[src/rtl/ext_irq_ctrl.sv]
module ext_irq_ctrl #(
  parameter int SYNC_STAGES = 2
) (
  input  logic       clk,
  input  logic       rst_n,
  input  logic       pin_n,
  input  logic       ctl_we,
  input  logic [4:0] ctl_wdata,
  output logic [4:0] ctl_rdata,
  input  logic       vec_ack,
  output logic       irq_req
);
  localparam int EN_B   = 0;
  localparam int MODE_B = 1;
  localparam int MASK_B = 2;
  localparam int ACK_B  = 3;

  logic [SYNC_STAGES-1:0] sync_q;
  logic prev_q, en_q, mode_q, mask_q, pend_q;
  logic pin_lo, fall, set_ev, clr_ev;

  always_ff @(posedge clk) begin
    if (!rst_n) begin
      sync_q <= '1;
      prev_q <= 1'b1;
    end else begin
      sync_q <= {sync_q[SYNC_STAGES-2:0], pin_n};
      prev_q <= sync_q[SYNC_STAGES-1];
    end
  end

  assign pin_lo = ~sync_q[SYNC_STAGES-1];
  assign fall   = prev_q & pin_lo;
  assign set_ev = en_q & (fall | (mode_q & pin_lo));
  assign clr_ev = vec_ack | (ctl_we & ctl_wdata[ACK_B]);

  always_ff @(posedge clk) begin
    if (!rst_n) begin
      en_q   <= 1'b0;
      mode_q <= 1'b0;
      mask_q <= 1'b0;
    end else if (ctl_we) begin
      en_q   <= ctl_wdata[EN_B];
      mode_q <= ctl_wdata[MODE_B];
      mask_q <= ctl_wdata[MASK_B];
    end
  end

  always_ff @(posedge clk) begin
    if (!rst_n)      pend_q <= 1'b0;
    else if (set_ev) pend_q <= 1'b1;
    else if (clr_ev) pend_q <= 1'b0;
  end

  assign ctl_rdata = {pend_q, 1'b0, mask_q, mode_q, en_q};
  assign irq_req   = pend_q & en_q & ~mask_q;
endmodule


[config.mk]
export PLATFORM = sky130hd
export DESIGN_NAME = ext_irq_ctrl
export DESIGN_NICKNAME = d
export VERILOG_FILES = /design/src/rtl/ext_irq_ctrl.sv
export SDC_FILE = /design/constraint.sdc
export NUM_CORES = 1
export LEC_CHECK = 0
export BUFFER_PORTS_ARGS = -buffer_cell sky130_fd_sc_hd__buf_2
export CAP_MARGIN = 10
export CORE_AREA = 4 4 41 43
export DETAILED_ROUTE_END_ITERATION = 10
export DIE_AREA = 0 0 45 47
export HOLD_SLACK_MARGIN = 0.03
export PLACE_DENSITY = 0.48
export SYNTH_ARGS = -nofsm -noshare
export SYNTH_HDL_FRONTEND = slang
export SYNTH_SLANG_ARGS = --single-unit
[constraint.sdc]
create_clock -name clk -period 1.25 [get_ports clk]
set_clock_uncertainty 0.05 [all_clocks]
set_input_delay 0 -clock clk [delete_from_list [all_inputs] [get_ports clk]]
set_output_delay 0 -clock clk [all_outputs]
set_load 0.02 [all_outputs]
# Word-level counts from Yosys, hierarchy flattened
# Index checks and enable logic that the tools add are counted.
dict set report totals {
  ff_bits 7
  inputBits 10
  output_inout_bits 6
  word_cells 19
}
dict set report classes {
  muxes 2
  bitwise_logic 10
  n_reduce_logical 1
}
# operator count
set ops {}
lappend ops {{$and 1x1->1} 6}
lappend ops {{$mux 1} 2}
lappend ops {{$not 1->1} 2}
lappend ops {{$or 1x1->1} 2}
lappend ops {{$reduce_bool 2->1} 1}

# Logic depth before layout (Yosys ltp)
# Gate-level depths: netlist of the first run.
dict set report depth {
  word_depth 5
  ltp_mapped 3
  depth_no_buf 3
}

# Worst setup path before layout of the first run
# Ideal clock, no wire load.
dict set report synth_timing {
  kind {reg2reg}
  startpoint {register mode_q}
  endpoint {register pend_q}
  setup_ps 125
  arrival_ps 530
  t_required_ps 1075
  path_slack_ps 546
  stages_incl_launch_ff 3
  n_path_buf 0
  synth_period_minus_slack_ps 704
  path_cell_list {dfxtp_1 -> o211ai_1 -> a21boi_0}
}
dict set report synth_via {
  elab_chain_cells 4
  elab_cells_between_ends 5
  cone_classes {mux: 1; bitwise: 3; reduce/logical: 1}
}
# item line
set synth_lines {}
lappend synth_lines {{start: declaration} 19} ;# logic prev_q, en_q, mode_q, mask_q, pend_q;
lappend synth_lines {{start signal: assignment} 44} ;# mode_q <= ctl_wdata[MODE_B];
lappend synth_lines {{$and 1x1->1 (*)} 34} ;# assign set_ev = en_q & (fall | (mode_q & pin_lo));
lappend synth_lines {{$or 1x1->1 (*)} 34}
lappend synth_lines {{$and 1x1->1 (*)} 34}
lappend synth_lines {{$mux 1 or $reduce_bool 2->1 (tied branches)} --}
lappend synth_lines {{end signal: assignment} 50} ;# if (!rst_n) pend_q <= 1'b0;
lappend synth_lines {{end signal: assignment} 51} ;# else if (set_ev) pend_q <= 1'b1;
lappend synth_lines {{end signal: assignment} 52} ;# else if (clr_ev) pend_q <= 1'b0;
lappend synth_lines {{end: declaration} 19}
# Every way passes the cells marked *; elsewhere a longest branch is shown, timed or not.
# A chain may end at the register's enable or synchronous reset.

# Final worst setup path of the first run
dict set report layout_timing {
  startpoint {register en_q}
  endpoint {output port irq_req}
}
dict set report layout_via {
  elab_chain_cells 2
}
# item line
set layout_lines {}
lappend layout_lines {{start: declaration} 19}
lappend layout_lines {{start signal: assignment} 43} ;# en_q <= ctl_wdata[EN_B];
lappend layout_lines {{$and 1x1->1 (2 in a row)} 56} ;# assign irq_req = pend_q & en_q & ~mask_q;
lappend layout_lines {{end: declaration} 11} ;# output logic irq_req
# No other way between the ends.

==> results of run 1 <==
cells in the mapped netlist:
cell type                  count  area (sq um)
sky130_fd_sc_hd__nor2b_1       3          18.8
sky130_fd_sc_hd__o211ai_1      1          7.51
sky130_fd_sc_hd__conb_1        1          3.75
sky130_fd_sc_hd__a21boi_0      1          7.51
sky130_fd_sc_hd__buf_4         5          37.5
sky130_fd_sc_hd__nand3b_1      1          7.51
sky130_fd_sc_hd__inv_1         1          3.75
sky130_fd_sc_hd__mux2i_1       3          30.0
sky130_fd_sc_hd__and3b_1       1          8.76
sky130_fd_sc_hd__nand2_1       2          7.51
sky130_fd_sc_hd__nand2b_1      2          12.5
sky130_fd_sc_hd__dfxtp_1       7           140
per-layer routing:
metal,up-vias,global-route usage [%]
li1,121,-
met1,97,8.74
met2,15,10.5
met3,0,5.75
met4,0,1.75
met5,-,0
per-stage QoR:
| step | utilization [%] | setup slack [ns] | instance area [sq um] | hold slack [ns] |
|---|---|---|---|---|
| 2_1_floorplan | - | 0.546 | 285 | 0.0187 |
| 3_3_place_gp | 25.5 | 0.503 | 332 | 0.132 |
| 3_5_place_dp | 25.5 | 0.515 | 332 | 0.136 |
| 4_1_cts | 33.7 | 0.0419 | 438 | 0.0610 |
| 5_1_grt | 32.9 | 0.208 | 428 | 0.0883 |
| 6_report | 32.9 | 0.280 | 428 | 0.0652 |
worst max-delay path, cell delays in order (launching register included):
cell and delay (ns):
sky130_fd_sc_hd__dfxtp_1 0.36, sky130_fd_sc_hd__and3b_1 0.16, sky130_fd_sc_hd__buf_2 0.15
flip-flops by register name, summed over array words and instances (netlist names):
register,flops
en_q,1
prev_q,1
pend_q,1
sync_q,2
mask_q,1
mode_q,1
repair_timing:
action | 4_1_cts | 5_1_grt
hold buffers | 8 | 0
endpoints found under the setup margin | 0 | 1
endpoints found under the hold margin | 7 | 0
cells by family (layout without fill, tap and decap cells):
kind of cell           after synthesis  count (layout)  synth area share, %
other                                1               1                 1.31
AOI/OAI and AO/OA                    2               2                 5.27
buffers and inverters                6              25                 14.5
muxes                                3               3                 10.5
DFF                                  7               7                 49.1
and+or+nand+nor                      9               9                 19.3
power by group through the flow:
| stage | Clock (W) | Combinational [W] | Sequential, W |
|---|---|---|---|
| floorplan | 0 | 0.0000360 | 0.000242 |
| global placement | 0 | 0.0000485 | 0.000243 |
| detailed placement | 0 | 0.0000487 | 0.000243 |
| CTS | 0.000209 | 0.0000679 | 0.000239 |
| global route | 0.000230 | 0.0000728 | 0.000240 |
| finish | 0.000199 | 0.0000648 | 0.000239 |
area by class of cell:
cell class                      count  area, sq um  share of cell area [%]
Inverter                            1         3.75                   0.877
Clock buffer                        4         26.3                    6.14
Tap cell                           15         18.8                    4.39
Timing Repair Buffer               20          135                    31.6
Multi-Input combinational cell     15          104                    24.3
Sequential cell                     7          140                    32.7
how the worst max path moves through the flow:
stage,start,to,cells after the start
after floorplan,mode_q,pend_q,2
after global placement,mode_q,pend_q,2
after detailed placement,mode_q,pend_q,2
after CTS,pin_n,sync_q[0],4
after global routing,en_q,irq_req,2
final,en_q,irq_req,2
==> summary.txt, run 1 <==
Status: finished clean
Ratio of final minimum period to clock period: 77.6%
Wire length the detailed router placed on met1: 238 microns
Portion of total power attributed to sequential cells: 47.5%
Detail Route met3 WL: 101 microns
Wire length per cell: 8.79 microns
Worst hold endpoint: mode_q
End of the worst register-to-register path: pend_q
Core Region: 0.00130 sq mm
PwrDens: 1180 mW/mm^2
HPWL after detailed placement: 397 microns
Leakage power: 0.212 nW
Vias in the first global route: 257
Commonest cells after routing, fill and taps aside: sky130_fd_sc_hd__buf_2, sky130_fd_sc_hd__dfxtp_1, sky130_fd_sc_hd__dlygate4sd3_1
Maximum clock rate: 1.03 GHz
Number of buffers added for setup after CTS: 0
Number of top-level pins: 16
CTS clk-pin slew, worst paths: 0.05 ns
Mean Syn Cell Area: 10.2 sq um
Library cell used as clock root buffer: sky130_fd_sc_hd__clkbuf_4
Highest routing layer actually used: met3
Wire length on met2: 205 microns
Worst-path fanout max: 4
Global-route wire length before repair: 1060 microns
Power share of the combinational group: 12.9%
Net count after synthesis: 38
Final-layout fill cell count: 147
Overall track demand over capacity in global routing: 7.38%
Routability cong.: 0.607
Number of buffers added by the clock tree synthesis step: 3
Reported net switching power: 0.000110 W
Antenna diode instance count: 0
Final non-filler cell total: 62
Remaining antenna violation count: 0
Aggregate global routing overflow: 0
Number of nets at the end of the flow: 58
RSZ-0062 raised after global routing: no
Number of cells on the worst reg-to-reg path: 2
P&R area growth vs syn: 50.0%
IR drop worst, VDD: 0.000721 V
Number of synthesized register bits: 7
Min-Delay Path Depth: 3
Maximum root-to-sink buffer count: 2
Post-synthesis cell count: 28
Number of antenna violations at the first check in global routing: 0
Setup CP Type: reg2out
Site Rows: 13
Clk Latency, worst-skew pair: 0.24 ns
Clock Power Share: 39.6%
Number of setup violations in the final report: 0
Placed instance count: 51
Residual DRC: 0
Largest net degree at the start of global routing: 8
Startpoint of the most critical hold path: ctl_we
Final hold vios: 0
R2R Setup Slk: 0.51 ns
Starting density of the core: 21.9%
Die X-Extent: 45 microns
DRC marker count from the first detailed-route iteration: 0
Overall Power: 0.000503 W
Number of synthesis warnings: 0
Maximum Capacitance Violations: 0
Number of clock sinks: 7
Routed wire length: 545 microns
Critical path startpoint category: flip-flop
Number of unique standard cell types used by synthesis: 12
Total die area: 0.00212 sq mm
Post-Route Setup TNS: 0 ns
Total via count after detailed routing: 233
CTS tree: built
DIE HEIGHT: 47 microns
Sequential fraction of the synthesis area: 49.1%
Kind of path behind the tightest hold check: in2reg
Total of cells resized after clock tree synthesis: 0
Data arrival time at the worst-slack endpoint: 0.92 ns
Endpoint kind of the worst setup timing path: output pin
Initial DRT Pass Iterations: 1
Most common cell after layout, fill and taps aside: sky130_fd_sc_hd__buf_2
Internal: 0.000392 W
Mapped cell area: 285 sq um
Vias per cell: 3.76
Final critical delay including setup and external delays: 0.970 ns
Fraction of layout instances using a drive strength above 1: 34.0%
Switching share of power: 22.0%
Final count of pins violating max slew: 0
Critical path required time: 1.20 ns
H-tree depth: 1
Port Buf Inserts: 13
Critical register-to-register path startpoint: mode_q
Note: power is estimated with default switching activity, not from simulation.
==> run 2, diff against run 1 <==
--- a/config.mk
+++ b/config.mk
@@ -11,7 +11,7 @@
 export DETAILED_ROUTE_END_ITERATION = 10
 export DIE_AREA = 0 0 45 47
 export HOLD_SLACK_MARGIN = 0.03
-export PLACE_DENSITY = 0.48
+export PLACE_DENSITY = 0.49
 export SYNTH_ARGS = -nofsm -noshare
 export SYNTH_HDL_FRONTEND = slang
 export SYNTH_SLANG_ARGS = --single-unit
==> constraint.sdc (replaced) <==
create_clock -name clk -period 0.8 [get_ports clk]
set_clock_uncertainty 0.05 [all_clocks]
set_input_delay 0 -clock clk [delete_from_list [all_inputs] [get_ports clk]]
set_output_delay 0 -clock clk [all_outputs]
set_load 0.02 [all_outputs]
==> run 2 against run 1 <==
- the run now ends with negative setup slack left
- sequential cell count unchanged
- sequential share of layout area is 1.5 points lower
- worst hold slack gained 0.0067 ns
- critical path depth did not move
- setup slack got worse by 0.42 ns
- via count up 4.7%
- combinational power up 81%
- critical path type unchanged
==> summary.txt, run 2 (synthesis gave the netlist of run 1 again) <==
Status: finished with violations
Violated checks: negative setup slack
Site Rows: 13
Overall track demand over capacity in global routing: 7.21%
Core Region: 0.00130 sq mm
DIE HEIGHT: 47 microns
Library cell used as clock root buffer: sky130_fd_sc_hd__clkbuf_4
Power share of the combinational group: 14.5%
Switching share of power: 22.0%
Number of setup violations in the final report: 2
Reported net switching power: 0.000177 W
IR drop worst, VDD: 0.000734 V
Number of clock sinks: 7
Internal: 0.000627 W
Portion of total power attributed to sequential cells: 46.7%
Vias in the first global route: 242
Fraction of layout instances using a drive strength above 1: 44.7%
Maximum Capacitance Violations: 0
Leakage power: 0.227 nW
Storage element area: 145 sq um
Ratio of final minimum period to clock period: 118%
Setup CP Type: reg2out
Final count of pins violating max slew: 0
Maximum clock rate: 1.06 GHz
Total die area: 0.00212 sq mm
Commonest cells after routing, fill and taps aside: sky130_fd_sc_hd__buf_2, sky130_fd_sc_hd__dlygate4sd3_1, sky130_fd_sc_hd__dfxtp_2
Most flops, register: sync_q
Largest net degree at the start of global routing: 8
CTS clk-pin slew, worst paths: 0.05 ns
Remaining antenna violation count: 0
Final critical delay including setup and external delays: 0.943 ns
Initial DRT Pass Iterations: 2
Wire length on met2: 284 microns
Number of buffers added by the clock tree synthesis step: 3
Worst-case hold slack: 0.0720 ns
Routability cong.: 0.609
Clock Power Share: 38.8%
Starting density of the core: 21.9%
CTS tree: built
Die X-Extent: 45 microns
Final-layout fill cell count: 144
Vias per cell: 3.94
RSZ-0062 raised after global routing: yes
Kind of path behind the tightest hold check: in2reg
Overall Power: 0.000804 W
Clk Latency, worst-skew pair: 0.24 ns
Critical path startpoint category: flip-flop
HPWL after detailed placement: 403 microns
Aggregate global routing overflow: 0
Total via count after detailed routing: 244
Highest routing layer actually used: met3
DRC marker count from the first detailed-route iteration: 1
Number of nets at the end of the flow: 58
Antenna diode instance count: 0
Residual DRC: 0
Most common cell after layout, fill and taps aside: sky130_fd_sc_hd__buf_2
Area taken by multi-input logic gates: 106 sq um
PwrDens: 1730 mW/mm^2
H-tree depth: 1
Endpoint kind of the worst setup timing path: output pin
Data arrival time at the worst-slack endpoint: 0.89 ns
Number of top-level pins: 16
Final hold vios: 0
Critical path required time: 0.75 ns
Number of antenna violations at the first check in global routing: 0
Global-route wire length before repair: 959 microns
Detail Route met3 WL: 72 microns
Wire length the detailed router placed on met1: 235 microns
Setup WS post-layout: -0.143 ns
Maximum root-to-sink buffer count: 2
Max reg flops: 2
Worst-path fanout max: 2
Wire length per cell: 9.56 microns
Port Buf Inserts: 13
Routed wire length: 593 microns
P&R area growth vs syn: 62.7%
==> run 2: path summary, 6_finish.rpt <==
check	cells past startpoint	endpoint	slack, ns	from
worst max-delay path	2	irq_req	-0.14	mask_q
worst min-delay path	3	mask_q	0.07	ctl_we
worst max register to register	3	mask_q	0.04	mask_q
worst min register to register	1	sync_q[1]	0.36	sync_q[0]
==> run 2: worst max-delay path, cell delays in order, from the launching register on <==
cell,delay (ns)
sky130_fd_sc_hd__dfxtp_2,0.31
sky130_fd_sc_hd__and3b_1,0.22
sky130_fd_sc_hd__buf_6,0.12
==> run 2: final cells by class <==
class / instances / area share (%)
flip-flops and latches: 7 / 31.3
well taps: 15 / 4.04
inverters: 1 / 0.809
multi-input cells: 15 / 22.9
repair buffers: 20 / 35.3
clock buffers: 4 / 5.66
==> run 2: repair_timing <==
action / CTS / global route
resized for setup: 9 / 6
setup endpoints to repair: 5 / 7
setup buffers: 1 / 0
hold buffers: 7 / 0
pin swaps: 0 / 3
hold endpoints to repair: 7 / 0
==> run 2: power groups by stage <==
stage               clock [W]  combinational, W  sequential [W]
floorplan                   0         0.0000563        0.000378
global placement            0         0.0000761        0.000380
detailed placement          0         0.0000765        0.000380
CTS                  0.000335          0.000114        0.000375
global route         0.000365          0.000128        0.000377
finish               0.000312          0.000117        0.000375
==> run 2: metrics by stage <==
stage	cell area, sq um	setup TNS, ns	std cells	worst slack [ns]	util [%]
2_1_floorplan	285	0	28	0.0957	-
3_3_place_gp	332	0	51	0.0548	25.5
3_5_place_dp	332	0	51	0.0554	25.5
4_1_cts	457	-0.238	63	-0.149	35.1
5_1_grt	464	-0.326	62	-0.177	35.7
6_report	464	-0.196	62	-0.143	35.7
==> run 2: routing by layer <==
layer | GRT usage (%) | vias up
met5 | 0 | -
met4 | 5.26 | 0
met3 | 5.75 | 0
met2 | 9.89 | 13
met1 | 7.32 | 107
li1 | - | 124
